`src/rtl/port_mux_pkg.sv`:
```
package port_mux_pkg;
  localparam int PORT_W   = 8;
  localparam int BUS_W    = 16;
  localparam int LANES    = BUS_W / 8;
  localparam int SCI_CH   = 2;
  localparam int SPI_PINS = 4;

  localparam int PIN_MISO = 0;
  localparam int PIN_MOSI = 1;
  localparam int PIN_SCK  = 2;
  localparam int PIN_SS   = 3;
  localparam int PIN_SCI0 = 4;

  // Pick bits from a where sel is 1, from b elsewhere.
  function automatic logic [PORT_W-1:0] pick_bits(input logic [PORT_W-1:0] sel,
                                                  input logic [PORT_W-1:0] a,
                                                  input logic [PORT_W-1:0] b);
    return (sel & a) | (~sel & b);
  endfunction

  // GPIO readback: latch for GPIO outputs, live pad level otherwise.
  function automatic logic [PORT_W-1:0] gpio_readback(input logic [PORT_W-1:0] gpio,
                                                      input logic [PORT_W-1:0] dir,
                                                      input logic [PORT_W-1:0] latch,
                                                      input logic [PORT_W-1:0] pad);
    return pick_bits(gpio & dir, latch, pad);
  endfunction

  // Low-lane write hit for a given slot.
  function automatic logic low_lane_hit(input logic we, input logic sel,
                                        input logic slot, input logic be0);
    return we & (sel == slot) & be0;
  endfunction
endpackage

```
`src/rtl/port_dir_regs.sv`:
```
module port_dir_regs
  import port_mux_pkg::*;
#(
  parameter int DATA_W = PORT_W,
  parameter int BW     = BUS_W,
  localparam int NBE   = BW / 8
) (
  input  logic              clk,
  input  logic              rst_n,
  input  logic              bus_we,
  input  logic              bus_sel,
  input  logic [NBE-1:0]    bus_be,
  input  logic [BW-1:0]     bus_wdata,
  output logic [DATA_W-1:0] dir_q,
  output logic [DATA_W-1:0] latch_q
);
  logic dir_wr, latch_wr;
  assign dir_wr   = low_lane_hit(bus_we, bus_sel, 1'b0, bus_be[0]);
  assign latch_wr = low_lane_hit(bus_we, bus_sel, 1'b1, bus_be[0]);

  always_ff @(posedge clk or negedge rst_n) begin
    if (!rst_n) begin
      dir_q   <= '0;
      latch_q <= '0;
    end else begin
      if (dir_wr)   dir_q   <= bus_wdata[DATA_W-1:0];
      if (latch_wr) latch_q <= bus_wdata[DATA_W-1:0];
    end
  end

  // the direction register moves only on a low-lane write to slot 0
  p_dir_hold_r2: assert property (@(posedge clk) disable iff (!rst_n)
    !(bus_we && !bus_sel && bus_be[0]) |=> $stable(dir_q));
  // the latch moves only on a low-lane write to slot 1
  p_latch_hold_r2: assert property (@(posedge clk) disable iff (!rst_n)
    !(bus_we && bus_sel && bus_be[0]) |=> $stable(latch_q));
endmodule

```
`src/rtl/port_pin_decode.sv`:
```
module port_pin_decode
  import port_mux_pkg::*;
#(
  parameter int NCH = SCI_CH
) (
  input  logic              spi_en,
  input  logic              spi_master,
  input  logic [NCH-1:0]    sci_rx_en,
  input  logic [NCH-1:0]    sci_tx_en,
  input  logic [NCH-1:0]    sci_txd,
  input  logic              spi_miso_out,
  input  logic              spi_mosi_out,
  input  logic              spi_sck_out,
  input  logic [PORT_W-1:0] dir,
  input  logic [PORT_W-1:0] pad,
  output logic [PORT_W-1:0] gpio_sel,
  output logic [PORT_W-1:0] periph_oe,
  output logic [PORT_W-1:0] periph_out,
  output logic              spi_miso_in,
  output logic              spi_mosi_in,
  output logic              spi_sck_in,
  output logic              spi_ss_n_in,
  output logic [NCH-1:0]    sci_rxd,
  output logic              fault_arm
);
  localparam int SCI_PINS = 2 * NCH;

  logic [SPI_PINS-1:0] spi_gpio, spi_oe, spi_out;
  logic [SCI_PINS-1:0] sci_gpio, sci_oe, sci_out;

  // SPI group: pins 0..3
  always_comb begin
    spi_gpio    = '1;
    spi_oe      = '0;
    spi_out     = '0;
    spi_miso_in = 1'b0;
    spi_mosi_in = 1'b0;
    spi_sck_in  = 1'b0;
    spi_ss_n_in = 1'b1;
    if (spi_en) begin
      spi_gpio[PIN_MISO] = 1'b0;
      spi_gpio[PIN_MOSI] = 1'b0;
      spi_gpio[PIN_SCK]  = 1'b0;
      if (spi_master) begin
        spi_miso_in       = ~dir[PIN_MISO] & pad[PIN_MISO];
        spi_oe[PIN_MOSI]  = dir[PIN_MOSI];
        spi_out[PIN_MOSI] = spi_mosi_out;
        spi_oe[PIN_SCK]   = 1'b1;
        spi_out[PIN_SCK]  = spi_sck_out;
        spi_gpio[PIN_SS]  = dir[PIN_SS];
      end else begin
        spi_oe[PIN_MISO]  = dir[PIN_MISO];
        spi_out[PIN_MISO] = spi_miso_out;
        spi_mosi_in       = ~dir[PIN_MOSI] & pad[PIN_MOSI];
        spi_sck_in        = pad[PIN_SCK];
        spi_gpio[PIN_SS]  = 1'b0;
        spi_ss_n_in       = dir[PIN_SS] | pad[PIN_SS];
      end
    end
  end

  assign fault_arm = spi_en & spi_master & ~dir[PIN_SS];

  // SCI group: one receive/transmit pin pair per channel
  for (genvar ch = 0; ch < NCH; ch++) begin : g_sci
    localparam int RX = PIN_SCI0 + 2 * ch;
    localparam int TX = RX + 1;
    logic rx_route, tx_route;
    assign rx_route = dir[RX] & sci_rx_en[ch];
    assign tx_route = dir[TX] & sci_tx_en[ch];

    assign sci_gpio[2*ch]     = ~rx_route;
    assign sci_oe[2*ch]       = 1'b0;
    assign sci_out[2*ch]      = 1'b0;
    assign sci_rxd[ch]        = rx_route ? pad[RX] : 1'b1;

    assign sci_gpio[2*ch + 1] = ~tx_route;
    assign sci_oe[2*ch + 1]   = tx_route;
    assign sci_out[2*ch + 1]  = sci_txd[ch];
  end

  assign gpio_sel   = {sci_gpio, spi_gpio};
  assign periph_oe  = {sci_oe, spi_oe};
  assign periph_out = {sci_out, spi_out};
endmodule

```
`src/rtl/port_mode_fault.sv`:
```
module port_mode_fault (
  input  logic clk,
  input  logic rst_n,
  input  logic fault_arm,
  input  logic ss_pad,
  input  logic fault_clr,
  output logic mode_fault
);
  logic fault_evt;
  assign fault_evt = fault_arm & ~ss_pad;

  always_ff @(posedge clk or negedge rst_n) begin
    if (!rst_n)         mode_fault <= 1'b0;
    else if (fault_evt) mode_fault <= 1'b1;
    else if (fault_clr) mode_fault <= 1'b0;
  end

  // a detected fault shows up on the next cycle, even with a clear
  p_fault_set_r7: assert property (@(posedge clk) disable iff (!rst_n)
    fault_evt |=> mode_fault);
  // the flag stays set until a clear strobe
  p_fault_sticky_r7: assert property (@(posedge clk) disable iff (!rst_n)
    mode_fault && !fault_clr |=> mode_fault);
  // without a fault event the flag never rises
  p_fault_cause_r7: assert property (@(posedge clk) disable iff (!rst_n)
    !fault_evt |=> !$rose(mode_fault));
endmodule

```
`src/rtl/shared_port_mux.sv`:
```
module shared_port_mux
  import port_mux_pkg::*;
(
  input  logic              clk,
  input  logic              rst_n,
  input  logic              bus_we,
  input  logic              bus_sel,
  input  logic [LANES-1:0]  bus_be,
  input  logic [BUS_W-1:0]  bus_wdata,
  output logic [BUS_W-1:0]  bus_rdata,
  input  logic              spi_en,
  input  logic              spi_master,
  input  logic              sci_a_rx_en,
  input  logic              sci_a_tx_en,
  input  logic              sci_b_rx_en,
  input  logic              sci_b_tx_en,
  input  logic              spi_miso_out,
  input  logic              spi_mosi_out,
  input  logic              spi_sck_out,
  input  logic              sci_a_txd,
  input  logic              sci_b_txd,
  output logic              spi_miso_in,
  output logic              spi_mosi_in,
  output logic              spi_sck_in,
  output logic              spi_ss_n_in,
  output logic              sci_a_rxd,
  output logic              sci_b_rxd,
  output logic              mode_fault,
  input  logic              mode_fault_clr,
  input  logic [PORT_W-1:0] pad_in,
  output logic [PORT_W-1:0] pad_out,
  output logic [PORT_W-1:0] pad_oe
);
  localparam int PAD_HI = BUS_W - PORT_W;

  logic [PORT_W-1:0] dir_q, latch_q;
  logic [PORT_W-1:0] gpio_sel, periph_oe, periph_out;
  logic [SCI_CH-1:0] sci_rxd;
  logic              fault_arm;

  port_dir_regs #(.DATA_W(PORT_W), .BW(BUS_W)) u_regs (
    .clk       (clk),
    .rst_n     (rst_n),
    .bus_we    (bus_we),
    .bus_sel   (bus_sel),
    .bus_be    (bus_be),
    .bus_wdata (bus_wdata),
    .dir_q     (dir_q),
    .latch_q   (latch_q)
  );

  // channel 0 = SCI-B (pins 4,5), channel 1 = SCI-A (pins 6,7)
  port_pin_decode #(.NCH(SCI_CH)) u_decode (
    .spi_en       (spi_en),
    .spi_master   (spi_master),
    .sci_rx_en    ({sci_a_rx_en, sci_b_rx_en}),
    .sci_tx_en    ({sci_a_tx_en, sci_b_tx_en}),
    .sci_txd      ({sci_a_txd, sci_b_txd}),
    .spi_miso_out (spi_miso_out),
    .spi_mosi_out (spi_mosi_out),
    .spi_sck_out  (spi_sck_out),
    .dir          (dir_q),
    .pad          (pad_in),
    .gpio_sel     (gpio_sel),
    .periph_oe    (periph_oe),
    .periph_out   (periph_out),
    .spi_miso_in  (spi_miso_in),
    .spi_mosi_in  (spi_mosi_in),
    .spi_sck_in   (spi_sck_in),
    .spi_ss_n_in  (spi_ss_n_in),
    .sci_rxd      (sci_rxd),
    .fault_arm    (fault_arm)
  );

  assign sci_b_rxd = sci_rxd[0];
  assign sci_a_rxd = sci_rxd[1];

  port_mode_fault u_fault (
    .clk        (clk),
    .rst_n      (rst_n),
    .fault_arm  (fault_arm),
    .ss_pad     (pad_in[PIN_SS]),
    .fault_clr  (mode_fault_clr),
    .mode_fault (mode_fault)
  );

  assign pad_oe  = pick_bits(gpio_sel, dir_q, periph_oe);
  assign pad_out = pick_bits(gpio_sel, latch_q, periph_out);

  assign bus_rdata = bus_sel
    ? {{PAD_HI{1'b0}}, gpio_readback(gpio_sel, dir_q, latch_q, pad_in)}
    : {{PAD_HI{1'b0}}, dir_q};

  // an enabled master always drives its clock pad
  p_sck_master_drive_r5: assert property (@(posedge clk) disable iff (!rst_n)
    spi_en && spi_master |-> pad_oe[PIN_SCK] && pad_out[PIN_SCK] == spi_sck_out);
  // a pin armed for fault detection is never driven
  p_ss_fault_undriven_r6: assert property (@(posedge clk) disable iff (!rst_n)
    fault_arm |-> !pad_oe[PIN_SS]);
  // a routed receive pin is never driven
  p_sci_rx_undriven_r8: assert property (@(posedge clk) disable iff (!rst_n)
    !sci_a_rxd || !sci_b_rxd |-> !(pad_oe[4] && !sci_b_rxd) && !(pad_oe[6] && !sci_a_rxd));
  // with the SPI off its pins follow the direction bits
  p_spi_off_gpio_r10: assert property (@(posedge clk) disable iff (!rst_n)
    !spi_en |-> pad_oe[3:0] == dir_q[3:0] && spi_ss_n_in && !spi_sck_in);
endmodule

```
`config.mk`:
```
export PLATFORM = sky130hd
export DESIGN_NAME = shared_port_mux
export DESIGN_NICKNAME = d
export VERILOG_FILES = /design/src/rtl/port_mux_pkg.sv /design/src/rtl/port_dir_regs.sv /design/src/rtl/port_pin_decode.sv /design/src/rtl/port_mode_fault.sv /design/src/rtl/shared_port_mux.sv
export SDC_FILE = /design/constraint.sdc
export NUM_CORES = 1
export LEC_CHECK = 0
export CAP_MARGIN = 20
export CELL_PAD_IN_SITES_DETAIL_PLACEMENT = 1
export CELL_PAD_IN_SITES_GLOBAL_PLACEMENT = 1
export CORE_MARGIN = 4
export CORE_UTILIZATION = 46
export CTS_CLUSTER_DIAMETER = 50
export DETAILED_ROUTE_END_ITERATION = 12
export DONT_BUFFER_PORTS = 1
export PLACE_DENSITY_LB_ADDON = 0.1
export SLEW_MARGIN = 30
export SYNTH_ARGS = -nofsm -noshare
export SYNTH_HDL_FRONTEND = slang
export SYNTH_SLANG_ARGS = --single-unit
```
`constraint.sdc`:
```
create_clock -name clk -period 1.76 [get_ports clk]
set_clock_uncertainty 0.05 [all_clocks]
set_input_delay 0.088 -clock clk [delete_from_list [all_inputs] [get_ports clk]]
set_output_delay 0.088 -clock clk [all_outputs]
set_load 0.005 [all_outputs]
```
==> summary.txt <==
Status
  – Status: finished clean

Global route
  – Wire length of the first global-routing pass: roughly 4000 microns
  – Number of antenna violations at the first check in global routing: 0
  – Total global-route track usage: between 10 and 15%
  – Number of global-route vias before repair: ~900
  – GR Overflow Total: 0
  – Maximum number of pins on one net before global-route repair: 19

Power
  – Cell leakage power: between 0.5 and 0.6 nW
  – PD cells: 814 nW/um^2
  – Total power draw: between 0.9 and 1 mW
  – Maximum VDD drop: around 0.00054 V

Synthesis
  – Predominant post-synthesis flop cell: dfrtp_1
  – Ys Warns: 0
  – Average cell area after synthesis: between 9 and 10 sq um
  – Sequential-to-total area share from yosys stat: 38.4%
  – Async S/R FF share, synth: 100%
  – Library cell occupying the most area in the post-synthesis netlist: dfrtp_1
  – Post-synthesis instance area: approximately 1100 sq um
  – FF+latch count, synth: 17
  – Count of unique library cells instantiated by Yosys: 27
  – Top cells by area, synth: dfrtp_1, mux2_2, buf_4, nand2_1, nand2b_1
  – Most frequent cell after synthesis: mux2_2
  – Fraction of post-synthesis cell area in the top cell type by area: 38.4%
  – Number of enable flip-flop cells after synthesis: 0
  – Number of standard cells after synthesis: between 100 and 150
  – Top post-synthesis cells by count: mux2_2, dfrtp_1, nand2_1

Setup path
  – Worst reg2reg setup slack: 0.32 ns
  – Type of the setup path with the least slack: reg -> reg
  – Crit path DAT: roughly 1.6 ns
  – Type of element launching the critical path: flop
  – Delay contributed by the slowest stage of the critical path: between 0.5 and 0.6 ns
  – Sum of buffers and inverters on the critical path: 1
  – Ordered list of cells on the worst path: o32ai_1 -> dlygate4sd3_1
  – Crit-path max FO: 7
  – Required time at the worst-slack endpoint: a little under 2 ns
  – Capturing element type of the critical path: flop
  – Cell type of the slowest stage on the worst timing path: dlygate4sd3_1
  – Cell family contributing the most delay on the critical path: buffers and inverters

STA
  – Final worst path period need: 1.44 ns
  – Worst-margin pin slew: approximately 0.75 ns
  – Final hold slack: roughly 0.071 ns
  – RSZ-0062 raised after global routing: false
  – Top achievable clock speed: between 0.6 and 0.7 GHz
  – Share of the clock period used by the worst path after layout: about 82%
  – Count of final max-slew check failures: 0
  – Relative slew slack: ~50%
  – Count of final hold-check violations: 0
  – Setup TNS: 0 ns
  – Setup slack of the critical path after layout: 0.316 ns
  – Final setup violation count: 0

Floorplan
  – Die footprint: roughly 3300 sq um
  – Die span in x: roughly 57 microns
  – Y dimension of the die: approximately 57 microns
  – Initial core utilization: 49.1%
  – Site Rows: 17
  – Ports: between 80 and 90
  – Placeable core region: between 2000 and 2500 sq um

Route
  – Drc violations: 0
  – Final Routed Wirelength: around 2400 microns
  – Drt via density: 5.78
  – Vias after detailed routing: between 800 and 900
  – Number of detailed-route iterations in the first pass: 4
  – Average wire length per cell after detail routing: 15.9 microns
  – Iter 0 DRT Violations: 37
  – Number of nets with antenna violations after routing: 0

Placement
  – Placement Setup Slack: 0.755 ns
  – Final estimated routing congestion in global placement: between 0.7 and 0.8
  – Post-DP HPWL: 1880 microns
  – Total of buffers placed on input and output ports: 0

Finish
  – Finished Core Util: a little over half
  – Syn-to-layout area delta: 9.83%
  – Layout Nets: between 150 and 200
  – Fraction of layout instances using a drive strength above 1: 19.8%
  – Antenna cells: 0
  – Fill cell instance count of the final layout: around 280

Clocking
  – H-tree depth: 1
  – Clock root buffer: clkbuf_4
  – TritonCTS buffer count: 3
  – Reg clk slew, reported paths: 0.09 ns
  – TritonCTS clock tree: done
  – Resized cells post-CTS: 0
  – Clk sink count: 17
  – Worst-case clock buffer depth: 2
  – Latest clock arrival within the worst-skew pair: roughly 0.28 ns

Flow run
  – Number of max-capacitance violations reported: 0

Hold path
  – Classification of the worst-slack hold path: in -> reg
state kept, by name, summed over array words and instances, names as in the netlist:
signal,count
u_regs.dir_q,8
u_regs.latch_q,8
u_fault.mode_fault,1
power breakdown:
part	leakage (nW)	internal [mW]	switching [mW]
logic	0.321	0.148	0.115
registers	0.203	0.462	0.0657
clock network	0.0150	0.0879	0.112
total	0.539	0.698	0.293
cells in the final DEF (no fill, tap or decap):
master,instances
mux2_2,18
dfrtp_1,17
nand2_1,15
dlygate4sd3_1,11
nand2b_1,9
conb_1,8
a32o_1,5
inv_1,5
nor2b_1,4
a21oi_1,4
o21ai_0,4
clkbuf_4,3
and2_1,2
nand3_1,2
o2bb2ai_1,2
nand3b_1,2
nor2b_2,1
mux2i_1,1
a21boi_0,1
nor2_1,1
and3b_1,1
nor3b_1,1
nand3_2,1
nand3b_4,1
o32ai_1,1
clkbuf_1,1
routing by layer:
metal | routed length, microns | up-vias | global-route usage (%)
li1 | - | 393 | -
met5 | 0 | - | 0
met3 | 243 | 4 | 3.62
met1 | 891 | 419 | 16.2
met2 | 1200 | 45 | 28.7
met4 | 23 | 0 | 3.97
cell families after synthesis:
| group | synth area share [%] |
|---|---|
| compound gates | 11.2 |
| buf+inv | 9.72 |
| mux | 19.2 |
| flops | 38.4 |
| simple gates | 21.1 |
| other cells | 0.339 |
stage by stage:
stage,instance area [sq um],std cells
after floorplan,1130,119
after global placement,1080,134
after detailed placement,1080,134
after CTS,1220,149
after global routing,1220,149
final,1220,149
final timing paths:
check                           depth (start not counted)                  to               from
worst max-delay path                                    2  u_fault.mode_fault    u_regs.dir_q[3]
worst min-delay path                                    2     u_regs.dir_q[7]          bus_be[0]
worst max register to register                          2  u_fault.mode_fault    u_regs.dir_q[3]
worst min register to register                          1   u_regs.latch_q[1]  u_regs.latch_q[1]
max in group asynchronous                               1   u_regs.latch_q[2]              rst_n
min in group asynchronous                               1     u_regs.dir_q[7]              rst_n
layout make-up:
type / instances / area, sq um / share of cell area, %
clock buffer: 4 / 26.3 / 2.16
inverter: 5 / 18.8 / 1.54
multi-input combinational: 84 / 601 / 49.4
sequential: 17 / 425 / 35.0
tap: 28 / 35.0 / 2.88
timing repair buffer: 11 / 110 / 9.05
timing repair:
action                    CTS  global route
hold endpoints to repair   34             0
hold buffers               11             0
setup buffers               0             0
No activity file was read; power rests on OpenSTA's default activity.
